**src/rtl/lcdrt_pkg.sv**
```systemverilog
package lcdrt_pkg;
   // segment order inside a line or a frame; the sequencer walks it upward
   typedef enum logic [1:0] {
      SEG_SYNC   = 2'd0,
      SEG_BACK   = 2'd1,
      SEG_ACTIVE = 2'd2,
      SEG_FRONT  = 2'd3
   } lcdrt_seg_e;

   localparam int unsigned LCDRT_SEGS = 4;
endpackage

```
**src/rtl/lcdrt_clkdiv.sv**
```systemverilog
module lcdrt_clkdiv #(
   parameter int unsigned DIV_W = 8
) (
   input  logic             clk,
   input  logic             rst_n,
   input  logic             run,
   input  logic [DIV_W-1:0] div_ratio,
   output logic             pclk,
   output logic             rise_ev,
   output logic             fall_ev
);
   localparam logic [DIV_W-1:0] MIN_RATIO = DIV_W'(2);

   if (DIV_W < 2) begin : g_bad_div_w
      $error("lcdrt_clkdiv: DIV_W must hold the value 2");
   end

   logic [DIV_W-1:0] ratio_eff, half_m1, last_cnt, cnt;

   assign ratio_eff = (div_ratio < MIN_RATIO) ? MIN_RATIO : div_ratio;
   assign half_m1   = (ratio_eff >> 1) - DIV_W'(1);
   assign last_cnt  = ratio_eff - DIV_W'(1);
   assign rise_ev   = run && (cnt >= last_cnt);
   assign fall_ev   = run && (cnt == half_m1);

   always_ff @(posedge clk or negedge rst_n) begin
      if (!rst_n) begin
         cnt  <= '0;
         pclk <= 1'b0;
      end else if (!run) begin
         cnt  <= '0;
         pclk <= 1'b0;
      end else begin
         cnt <= rise_ev ? '0 : cnt + DIV_W'(1);
         if (rise_ev)      pclk <= 1'b1;
         else if (fall_ev) pclk <= 1'b0;
      end
   end

   a_r1_rise_drives_high: assert property (@(posedge clk) disable iff (!rst_n)
      rise_ev |=> pclk);
   a_r1_fall_drives_low: assert property (@(posedge clk) disable iff (!rst_n)
      fall_ev |=> !pclk);
   a_r1_hold_between: assert property (@(posedge clk) disable iff (!rst_n)
      (run && !rise_ev && !fall_ev) |=> $stable(pclk));
endmodule

```
**src/rtl/lcdrt_seg_seq.sv**
```systemverilog
module lcdrt_seg_seq
   import lcdrt_pkg::*;
#(
   parameter int unsigned CNT_W = 10
) (
   input  logic                             clk,
   input  logic                             rst_n,
   input  logic                             clr,
   input  logic                             step,
   input  logic [LCDRT_SEGS-1:0][CNT_W-1:0] seg_len,
   output lcdrt_seg_e                       seg,
   output logic                             period_last
);
   if (CNT_W < 1) begin : g_bad_cnt_w
      $error("lcdrt_seg_seq: CNT_W must be at least 1");
   end

   logic [CNT_W-1:0] cnt;
   logic [1:0]       seg_idx;
   logic             seg_last;

   assign seg_idx     = seg;
   assign seg_last    = (cnt >= seg_len[seg_idx]);
   assign period_last = seg_last && (seg == SEG_FRONT);

   always_ff @(posedge clk or negedge rst_n) begin
      if (!rst_n) begin
         cnt <= '0;
         seg <= SEG_SYNC;
      end else if (clr) begin
         cnt <= '0;
         seg <= SEG_SYNC;
      end else if (step) begin
         if (seg_last) begin
            cnt <= '0;
            seg <= lcdrt_seg_e'(seg_idx + 2'd1);
         end else begin
            cnt <= cnt + CNT_W'(1);
         end
      end
   end

   a_r3_wrap_to_sync: assert property (@(posedge clk) disable iff (!rst_n)
      (step && period_last && !clr) |=> (seg == SEG_SYNC));
   a_r9_clear_to_sync: assert property (@(posedge clk) disable iff (!rst_n)
      clr |=> (seg == SEG_SYNC));
endmodule

```
**src/rtl/lcdrt_bias_tgl.sv**
```systemverilog
module lcdrt_bias_tgl #(
   parameter int unsigned LN_W = 8
) (
   input  logic            clk,
   input  logic            rst_n,
   input  logic            clr,
   input  logic            line_end,
   input  logic [LN_W-1:0] period,
   output logic            flip
);
   if (LN_W < 1) begin : g_bad_ln_w
      $error("lcdrt_bias_tgl: LN_W must be at least 1");
   end

   logic [LN_W-1:0] cnt;

   always_ff @(posedge clk or negedge rst_n) begin
      if (!rst_n) begin
         cnt  <= '0;
         flip <= 1'b0;
      end else if (clr) begin
         cnt  <= '0;
         flip <= 1'b0;
      end else if (line_end) begin
         if (cnt >= period) begin
            cnt  <= '0;
            flip <= !flip;
         end else begin
            cnt <= cnt + LN_W'(1);
         end
      end
   end

   a_r8_flip_only_on_line_end: assert property (@(posedge clk) disable iff (!rst_n)
      (!clr && !line_end) |=> $stable(flip));
endmodule

```
**src/rtl/lcd_raster_timer.sv**
```systemverilog
module lcd_raster_timer
   import lcdrt_pkg::*;
#(
   parameter int unsigned DIV_W  = 8,
   parameter int unsigned H_W    = 10,
   parameter int unsigned V_W    = 10,
   parameter int unsigned BIAS_W = 8,
   parameter int unsigned PIX_W  = 16
) (
   input  logic              clk,
   input  logic              rst_n,
   input  logic              enable,
   input  logic [DIV_W-1:0]  div_ratio,
   input  logic [H_W-1:0]    h_sync,
   input  logic [H_W-1:0]    h_back,
   input  logic [H_W-1:0]    h_active,
   input  logic [H_W-1:0]    h_front,
   input  logic [V_W-1:0]    v_sync,
   input  logic [V_W-1:0]    v_back,
   input  logic [V_W-1:0]    v_active,
   input  logic [V_W-1:0]    v_front,
   input  logic [BIAS_W-1:0] bias_lines,
   input  logic              bias_mode,
   input  logic              pix_valid,
   input  logic [PIX_W-1:0]  pix_data,
   output logic              pix_ready,
   output logic              pclk_o,
   output logic              hsync_o,
   output logic              vsync_o,
   output logic              bias_o,
   output logic [PIX_W-1:0]  data_o,
   output logic              underflow_o
);
   if (PIX_W < 1) begin : g_bad_pix_w
      $error("lcd_raster_timer: PIX_W must be at least 1");
   end

   logic rise_ev, fall_ev;
   logic h_last, v_last_unused, line_end, act, flip;
   logic vs_cap, act_cap;
   lcdrt_seg_e h_seg, v_seg;
   logic [LCDRT_SEGS-1:0][H_W-1:0] h_len;
   logic [LCDRT_SEGS-1:0][V_W-1:0] v_len;

   assign h_len = {h_front, h_active, h_back, h_sync};
   assign v_len = {v_front, v_active, v_back, v_sync};

   lcdrt_clkdiv #(.DIV_W(DIV_W)) u_div (
      .clk(clk), .rst_n(rst_n), .run(enable), .div_ratio(div_ratio),
      .pclk(pclk_o), .rise_ev(rise_ev), .fall_ev(fall_ev));

   lcdrt_seg_seq #(.CNT_W(H_W)) u_hseq (
      .clk(clk), .rst_n(rst_n), .clr(!enable), .step(rise_ev),
      .seg_len(h_len), .seg(h_seg), .period_last(h_last));

   assign line_end = rise_ev && h_last;

   lcdrt_seg_seq #(.CNT_W(V_W)) u_vseq (
      .clk(clk), .rst_n(rst_n), .clr(!enable), .step(line_end),
      .seg_len(v_len), .seg(v_seg), .period_last(v_last_unused));

   lcdrt_bias_tgl #(.LN_W(BIAS_W)) u_bias (
      .clk(clk), .rst_n(rst_n), .clr(!enable), .line_end(line_end),
      .period(bias_lines), .flip(flip));

   assign act       = (h_seg == SEG_ACTIVE) && (v_seg == SEG_ACTIVE);
   assign pix_ready = rise_ev && act;

   // rising-edge launch: hsync and pixel; falling-edge launch: vsync and strobe
   always_ff @(posedge clk or negedge rst_n) begin
      if (!rst_n) begin
         hsync_o     <= 1'b0;
         vsync_o     <= 1'b0;
         bias_o      <= 1'b0;
         data_o      <= '0;
         vs_cap      <= 1'b0;
         act_cap     <= 1'b0;
         underflow_o <= 1'b0;
      end else if (!enable) begin
         hsync_o     <= 1'b0;
         vsync_o     <= 1'b0;
         bias_o      <= 1'b0;
         data_o      <= '0;
         vs_cap      <= 1'b0;
         act_cap     <= 1'b0;
         underflow_o <= 1'b0;
      end else begin
         if (rise_ev) begin
            hsync_o <= (h_seg == SEG_SYNC);
            vs_cap  <= (v_seg == SEG_SYNC);
            act_cap <= act;
            data_o  <= (act && pix_valid) ? pix_data : '0;
            if (act && !pix_valid) underflow_o <= 1'b1;
         end
         if (fall_ev) begin
            vsync_o <= vs_cap;
            bias_o  <= bias_mode ? flip : act_cap;
         end
      end
   end

   a_r2_hsync_on_rise: assert property (@(posedge clk) disable iff (!rst_n)
      (enable && $past(enable) && !$stable(hsync_o)) |-> $rose(pclk_o));
   a_r2_data_on_rise: assert property (@(posedge clk) disable iff (!rst_n)
      (enable && $past(enable) && !$stable(data_o)) |-> $rose(pclk_o));
   a_r2_vsync_on_fall: assert property (@(posedge clk) disable iff (!rst_n)
      (enable && $past(enable) && !$stable(vsync_o)) |-> $fell(pclk_o));
   a_r2_bias_on_fall: assert property (@(posedge clk) disable iff (!rst_n)
      (enable && $past(enable) && !$stable(bias_o)) |-> $fell(pclk_o));
   a_r6_take_with_rise: assert property (@(posedge clk) disable iff (!rst_n)
      pix_ready |=> $rose(pclk_o));
   a_r7_underflow_sticky: assert property (@(posedge clk) disable iff (!rst_n)
      (enable && underflow_o) |=> underflow_o);
   a_r9_idle_outputs: assert property (@(posedge clk) disable iff (!rst_n)
      !enable |=> (!pclk_o && !hsync_o && !vsync_o && !bias_o && (data_o == '0) && !underflow_o));
endmodule

```
**config.mk**
```make
export PLATFORM = sky130hd
export DESIGN_NAME = lcd_raster_timer
export DESIGN_NICKNAME = d
export VERILOG_FILES = /design/src/rtl/lcdrt_pkg.sv /design/src/rtl/lcdrt_clkdiv.sv /design/src/rtl/lcdrt_seg_seq.sv /design/src/rtl/lcdrt_bias_tgl.sv /design/src/rtl/lcd_raster_timer.sv
export SDC_FILE = /design/constraint.sdc
export NUM_CORES = 1
export LEC_CHECK = 0
export ABC_CLOCK_PERIOD_IN_PS = 3600
export BUFFER_PORTS_ARGS = -buffer_cell sky130_fd_sc_hd__buf_2
export CORE_UTILIZATION = 48
export DETAILED_ROUTE_END_ITERATION = 16
export PLACE_DENSITY = 0.9
export SLEW_MARGIN = 20
export SYNTH_ARGS = -nofsm -noshare
export SYNTH_HDL_FRONTEND = slang
export SYNTH_SLANG_ARGS = --single-unit
```
**constraint.sdc**
```tcl
create_clock -name clk -period 3.6 [get_ports clk]
set_input_delay 0.18 -clock clk [delete_from_list [all_inputs] [get_ports clk]]
set_output_delay 0.18 -clock clk [all_outputs]
set_load 0.03 [all_outputs]
```
==> metrics.json, run 1 <==
{
  "run_status": "complete, but fails checks",
  "failed_checks": "negative hold slack",
  "relative_slew_margins_pct": 40.7,
  "timing.fmax_ghz": 0.303,
  "dr_total_vias": 4237,
  "syn-cell-area_mm2": 0.00464,
  "synthDistinctLibCells": 56,
  "avgViaCountPerCell": 5.69,
  "grt_max_degree": 42,
  "ios": 139,
  "critical_path_endpoint_category": "flip-flop",
  "drv_cap": 0,
  "postSynthAreaPerCell_um2": 9.88,
  "worstPathCellList": "buf_2 > nor4_2 > a21oi_1 > ha_1 > nor3b_1 > buf_4 > nand2_1 > xor2_1 > ha_1 > a211o_1 > a21oi_1 > o21a_1 > nor2_4 > and2_1 > a22o_1",
  "detail-route-antenna-nets": 0,
  "io_buffer_count": 138,
  "slowest_stage": "and2_1",
  "core-area_mm2": 0.00928,
  "die_x_um": 100,
  "critPathRequiredTime_ps": 3830,
  "drt_drc_violations_left": 0,
  "worstSetupPathType": "input port to flip-flop",
  "finalSetupViolations": 0,
  "final_instance_count_without_filler_cells": 745,
  "tightestPinTransition_ps": 890,
  "die_height_um": 100,
  "slew_violations": 0,
  "grt_antenna_before_repair": 0,
  "clkTransAtPathRegs_ps": 80,
  "per_cell_routed_wire_length_um": 15.2,
  "core.rowCount": 35,
  "grt_setup_unrepaired": "no",
  "fin_crit_sh_pct": 91.6,
  "drt_iter0_drc": 217,
  "critPathTopFamily": "compound AO/OA/AOI/OAI gates",
  "total_number_of_yosys_warnings": 0,
  "timing.critical_path.fanout_max": 16,
  "mappedNetlistNets": 634,
  "ctsHtreeMaxLevel": 3,
  "postRouteWirelength_mm": 11.3,
  "synth.top_cell.area_share_pct": 34.5,
  "crit_arrival_ps": 3530,
  "synth.top_cells.by_area": "dfrtp_1 (35%), ha_1 (13%), mux4_2 (9.7%), a22o_1 (3.8%), nand3_1 (3.5%)",
  "most_instantiated_flip_flop_cell_in_the_synthesis_netlist": "dfrtp_1",
  "tritoncts": "done",
  "clock-sinks": 64,
  "global_route_wire_length_before_repair_mm": 18.8,
  "synth_enable_flop_cells": 0,
  "n_fill_cell": 773,
  "longest_clk_path_bufs": 2,
  "synth_cells": 469,
  "clk-insertion-delay-late_ps": 340,
  "drt-pass1-iter-count": 7,
  "track_usage_pct": 23.3,
  "dieArea_mm2": 0.0101,
  "hold_ws_ps": -39.1,
  "powerDensity_mw_per_mm2": 367,
  "synthArstFlopShare_pct": 100,
  "gp_congestion": 0.925,
  "finalSetupTns_ps": 0,
  "clockRootBuffer": "clkbuf_8",
  "antenna_cells": 0,
  "period_needed_ps": 3300,
  "worst_clock_skew_ps": 13.4,
  "irDropWorstVdd_uv": 197,
  "initial_standard_cell_utilization_of_the_core_pct": 49.9,
  "worst_path_largest_cell_delay_ps": 380,
  "final_nets": 776,
  "hold_path_class": "input port to asynchronous set/reset pin",
  "grt_pass1_vias": 4201,
  "dp_cells": 729,
  "synth.yosys.seq_area_share_pct": 34.5,
  "synth_seq_cells": 64,
  "timing_hold_violations_final": 40,
  "dp_hpwl_mm": 9.12,
  "aggregate_global_routing_overflow": 0,
  "cts_inserted_buffers": 9,
  "cellLeakagePower_nw": 3.00,
  "layout-area-overhead-vs-synth_pct": 23.3,
  "worst-path-buf-inv": 2,
  "worst_setup_path_start_kind": "input port",
  "post_route_cells_drive_above_1_share_pct": 31.8,
  "rrSetupSlack_ps": 380,
  "synth_top_area_cell": "dfrtp_1"
}
-- final timing paths --
path                                           start  cells after the start                   endpoint
setup / recovery                        div_ratio[7]                     15     data_o[15]$_DFFE_PN0P_
hold / removal                                 rst_n                      1      data_o[6]$_DFFE_PN0P_
setup reg to reg           u_hseq.seg[0]$_DFFE_PN0P_                     10  u_vseq.cnt[7]$_DFFE_PN0P_
hold reg to reg                  act_cap$_DFFE_PN0P_                      1        act_cap$_DFFE_PN0P_
max in group asynchronous                      rst_n                      2  u_vseq.cnt[5]$_DFFE_PN0P_
min in group clk                           pix_valid                      2    underflow_o$_DFFE_PN0P_
-- registers in the layout, summed over array words and instances (netlist names), 2 cells and up --
register	flops
u_div.cnt	8
u_bias.cnt	8
u_hseq.seg	2
u_hseq.cnt	10
data_o	16
u_vseq.seg	2
u_vseq.cnt	10
-- Yosys cell counts, types with 11 or more instances --
master and count:
a31oi_1 18, nand2_1 32, o21ai_0 18, nand3_1 32, nor2_1 30, clkbuf_1 11
dfrtp_1 64, a21oi_1 15, a22o_1 20, ha_1 48, mux4_2 20, inv_1 41
xor2_1 12
-- routing by layer --
layer | up-vias | part of all wire (%) | track usage [%]
li1 | 2028 | - | -
met1 | 2038 | 42 | 28.8
met2 | 146 | 51 | 40.5
met3 | 25 | 4.1 | 3.41
met4 | 0 | 2.7 | 10.6
met5 | - | 0 | 0
-- through the flow --
step | utilization (%) | total power, mW | hold slack [ps] | worst slack (ps) | instance area [um^2]
floorplan | - | 1.28 | -116 | 45.6 | 4640
global placement | 59.3 | 1.43 | 345 | 85.7 | 5500
detailed placement | 59.3 | 1.48 | 361 | -187 | 5500
CTS | 61.5 | 2.11 | 2.20 | 158 | 5710
global route | 61.6 | 2.23 | 23.4 | 5.25 | 5720
finish | 61.6 | 2.10 | -39.1 | 304 | 5720
-- layout by cell type (no fill, tap or decap), types with 3 or more instances in the layout --
master | netlist | routed
clkinvlp_4 | 0 | 4
ha_1 | 48 | 48
buf_4 | 0 | 10
xnor2_1 | 9 | 9
a221o_1 | 4 | 4
xor2_1 | 12 | 12
nand4_1 | 3 | 3
and3_1 | 10 | 10
nand2_1 | 32 | 32
a31oi_1 | 18 | 18
inv_1 | 41 | 41
mux2i_1 | 6 | 6
mux4_2 | 20 | 20
a22o_1 | 20 | 20
nand3_1 | 32 | 32
nand2b_1 | 6 | 6
nor2_1 | 30 | 29
dfrtp_1 | 64 | 64
o21ai_0 | 18 | 18
nor2b_1 | 5 | 5
clkbuf_8 | 0 | 10
nor3_1 | 4 | 4
buf_2 | 3 | 138
a21oi_1 | 15 | 15
a211oi_1 | 5 | 5
o21a_1 | 3 | 3
a21o_1 | 5 | 5
-- kinds of logic after synthesis --
| group | synth area share (%) |
|---|---|
| AO/OA/AOI/OAI | 17.1 |
| XOR/XNOR | 3.97 |
| adder cells (fa/ha/maj) | 13.0 |
| buffers and inverters | 4.78 |
| flip-flops | 34.5 |
| multiplexers | 11.5 |
| AND/OR/NAND/NOR | 15.1 |
-- repair_timing --
action	CTS	global route
hold buffers	0	0
endpoints found under the setup margin	0	34
setup buffers	0	0
resized for setup	0	1
-- where the power goes --
part	switching, mW	internal (mW)
Clock	0.295	0.339
Sequential	0.0978	0.775
Combinational	0.281	0.309
Total	0.673	1.42
-- layout make-up --
cell class	instances	area (um^2)	area share, %
clock buffers	10	138	2.41
clock inverters	6	68.8	1.20
inverters	41	154	2.69
multi-input cells	347	2830	49.5
flip-flops and latches	64	1600	28.0
well taps	129	161	2.82
repair buffers	148	766	13.4
Note: power is estimated with default switching activity, not from simulation.
==> run 2: changes to the inputs <==
--- a/config.mk
+++ b/config.mk
@@ -5,11 +5,11 @@
 export SDC_FILE = /design/constraint.sdc
 export NUM_CORES = 1
 export LEC_CHECK = 0
-export ABC_CLOCK_PERIOD_IN_PS = 3600
+export ABC_CLOCK_PERIOD_IN_PS = 3400
 export BUFFER_PORTS_ARGS = -buffer_cell sky130_fd_sc_hd__buf_2
-export CORE_UTILIZATION = 48
+export CORE_UTILIZATION = 53
 export DETAILED_ROUTE_END_ITERATION = 16
-export PLACE_DENSITY = 0.9
+export PLACE_DENSITY = 0.94
 export SLEW_MARGIN = 20
 export SYNTH_ARGS = -nofsm -noshare
 export SYNTH_HDL_FRONTEND = slang
==> constraint.sdc (replaced) <==
create_clock -name clk -period 3.4 [get_ports clk]
set_input_delay 0.17 -clock clk [delete_from_list [all_inputs] [get_ports clk]]
set_output_delay 0.17 -clock clk [all_outputs]
set_load 0.03 [all_outputs]
==> metrics.json, run 2 (synthesis results as in run 1) <==
{
  "timing_hold_violations_final": {"value": 0, "change": "-100%"},
  "rrSetupSlack": {"value": 190, "unit": "ps", "change": "-190 ps"},
  "track_usage": {"value": 27.7, "unit": "%", "change": "+4.4 points"},
  "initial_standard_cell_utilization_of_the_core": {"value": 55.6, "unit": "%", "change": "+5.6 points"},
  "cts_inserted_buffers": {"value": 9, "change": "unchanged"},
  "crit-reg2reg-capture": "u_hseq.cnt[0]$_DFFE_PN0P_",
  "worst_setup_path_start_kind": "flip-flop",
  "powerDensity": {"value": 413, "unit": "mW/mm^2", "change": "+13%"},
  "grt_setup_unrepaired": "no",
  "irDropWorstVdd": {"value": 249, "unit": "uV", "change": "+27%"},
  "critPathRequiredTime": {"value": 3680, "unit": "ps", "change": "-150 ps"},
  "aggregate_global_routing_overflow": {"value": 0, "change": "unchanged"},
  "post-layout-total-power": {"value": 2.39, "unit": "mW", "change": "+14%"},
  "clkTransAtPathRegs": {"value": 70, "unit": "ps", "change": "about the same"},
  "layout.cells.most_common_list": "buf_2 (138), dfrtp_1 (64), ha_1 (48), inv_1 (41)",
  "timing.fmax_ghz": 0.312,
  "worstReg2RegStart": "u_hseq.seg[0]$_DFFE_PN0P_",
  "layout.cells.most_common": "buf_2",
  "timing.critical_path.fanout_max": {"value": 6, "change": "-10"},
  "crit_arrival": {"value": 3490, "unit": "ps", "change": "-40 ps"},
  "cellLeakagePower": {"value": 3.06, "unit": "nW", "change": "+2.0%"},
  "longest_clk_path_bufs": {"value": 2, "change": "unchanged"},
  "dp_hpwl": {"value": 9.26, "unit": "mm", "change": "+1.6%"},
  "avgViaCountPerCell": {"value": 5.98, "change": "+5.1%"},
  "antenna_cells": {"value": 0, "change": "unchanged"},
  "tritoncts": "done",
  "worstSetupPathType": "flip-flop to flip-flop",
  "drt-pass1-iter-count": {"value": 8, "change": "+1"},
  "slew_violations": {"value": 0, "change": "unchanged"},
  "finalSetupViolations": {"value": 0, "change": "unchanged"},
  "rr_worst_depth": {"value": 10, "change": "unchanged"},
  "hold_ws": {"value": 14.7, "unit": "ps", "change": "+53.8 ps"},
  "final_nets": {"value": 781, "change": "+0.64%"},
  "dp_worst_slack": {"value": -178, "unit": "ps", "change": "+8.92 ps"},
  "period_needed_ps": 3210,
  "clockRootBuffer": "clkbuf_8",
  "core-area": {"value": 0.00834, "unit": "mm^2", "change": "-10%"},
  "min_to": "underflow_o$_DFFE_PN0P_",
  "drt_iter0_drc": {"value": 214, "change": "-1.4%"},
  "io_buffer_count": {"value": 138, "change": "unchanged"},
  "worst_hold_startpoint": "pix_valid",
  "tightestPinTransition": {"value": 680, "unit": "ps", "change": "-210 ps"},
  "critPathTopFamily": "simple AND/OR/NAND/NOR gates",
  "post_route_cells_drive_above_1_share": {"value": 32.5, "unit": "%", "change": "+0.71 points"},
  "postRouteWirelength": {"value": 12.0, "unit": "mm", "change": "+6.4%"},
  "gp_congestion": {"value": 0.899, "change": "-2.8%"},
  "drv_cap": {"value": 0, "change": "unchanged"},
  "hold_path_class": "input port to flip-flop",
  "fin_crit_sh_pct": 94.4,
  "grt_max_degree": {"value": 32, "change": "-24%"},
  "clock-sinks": {"value": 64, "change": "unchanged"},
  "relative_slew_margins": {"value": 54.6, "unit": "%", "change": "+14 points"},
  "largest_register": "data_o",
  "worst_path_largest_cell_delay": {"value": 490, "unit": "ps", "change": "+110 ps"},
  "n_fill_cell": {"value": 637, "change": "-18%"},
  "ctsHtreeMaxLevel": {"value": 3, "change": "unchanged"},
  "grt_pass1_vias": {"value": 4438, "change": "+5.6%"},
  "per_cell_routed_wire_length": {"value": 16.6, "unit": "um", "change": "+9.2%"},
  "core.rowCount": {"value": 33, "change": "-5.7%"},
  "worst_clock_skew": {"value": 10.1, "unit": "ps", "change": "-3.30 ps"},
  "worstPathCellList": "buf_4 > mux4_2 > inv_1 > ha_1 > a211oi_2 > nor2_1 > or3_4 > or3_4 > nor2_1 > mux2_2",
  "layout-area-overhead-vs-synth_pct": 24.7,
  "worst-path-buf-inv": {"value": 2, "change": "unchanged"},
  "dieArea": {"value": 0.00913, "unit": "mm^2", "change": "-9.2%"},
  "die_x": {"value": 95.5, "unit": "um", "change": "-4.7%"},
  "critical_path_endpoint_category": "flip-flop",
  "grt_antenna_before_repair": {"value": 0, "change": "unchanged"},
  "largest_register_ff_count": {"value": 16, "change": "unchanged"},
  "die_height": {"value": 95.5, "unit": "um", "change": "-4.7%"},
  "dr_total_vias": {"value": 4339, "change": "+2.4%"},
  "slowest_stage": "mux4_2",
  "layout_top_registers": "data_o: 16 flops, u_hseq.cnt: 10 flops, u_vseq.cnt: 10 flops",
  "clk-insertion-delay-late": {"value": 350, "unit": "ps", "change": "about the same"},
  "drt_drc_violations_left": {"value": 0, "change": "unchanged"},
  "hold_depth": 2,
  "finish.utilization": {"value": 69.3, "unit": "%", "change": "+7.7 points"},
  "run_status": "finished clean",
  "detail-route-antenna-nets": {"value": 0, "change": "unchanged"},
  "ios": {"value": 139, "change": "unchanged"},
  "post-route-cell-area": {"value": 0.00578, "unit": "mm^2", "change": "+1.1%"},
  "worst_case_setup_margin_in_the_final_layout": {"value": 191, "unit": "ps", "change": "-113 ps"},
  "global_route_wire_length_before_repair": {"value": 19.7, "unit": "mm", "change": "+4.6%"},
  "placement.cell_area": {"value": 0.00551, "unit": "mm^2", "change": "+0.11%"}
}
## run 2: cell type report
class,count,area [um^2],area share [%]
multi-input cells,347,2830,49.0
flip-flops and latches,64,1600,27.7
repair buffers,153,806,13.9
inverters,41,154,2.66
clock buffers,11,151,2.62
well taps,105,131,2.27
clock inverters,5,103,1.78
## run 2: power breakdown
| part | switching [mW] | total (mW) | leakage (nW) | internal [mW] |
|---|---|---|---|---|
| clock | 0.296 | 0.822 | 0.126 | 0.526 |
| sequential | 0.106 | 0.927 | 0.875 | 0.821 |
| combinational | 0.307 | 0.640 | 2.06 | 0.333 |
## run 2: timing repair
action	4_1_cts	5_1_grt
endpoints found under the setup margin	0	20
hold buffers	1	0
resized for setup	0	2
buffers inserted	0	0
hold endpoints to repair	29	0
## run 2: through the flow
stage	TNS, ps	std cells
after floorplan	0	469
after global placement	0	709
after detailed placement	-1830	709
after CTS	0	726
after global routing	0	726
final	0	726
## run 2: layer usage
layer / part of all wire (%) / track usage, %
met1: 40 / 32.5
met2: 53 / 49.0
met3: 5.5 / 6.86
met4: 1.4 / 10.1
met5: 0 / 0
## run 2: worst max-delay path by stage
stage	startpoint	end	slack, ps	cells after the start
final	u_hseq.seg[0]$_DFFE_PN0P_	u_hseq.cnt[0]$_DFFE_PN0P_	190	10
after floorplan	div_ratio[3]	data_o[10]$_DFFE_PN0P_	30	16
after CTS	div_ratio[7]	u_bias.flip$_DFFE_PN0P_	160	14
after global placement	div_ratio[7]	u_bias.flip$_DFFE_PN0P_	40	14
after detailed placement	div_ratio[7]	u_bias.flip$_DFFE_PN0P_	-180	14
after global routing	u_hseq.seg[0]$_DFFE_PN0P_	u_bias.flip$_DFFE_PN0P_	4	9
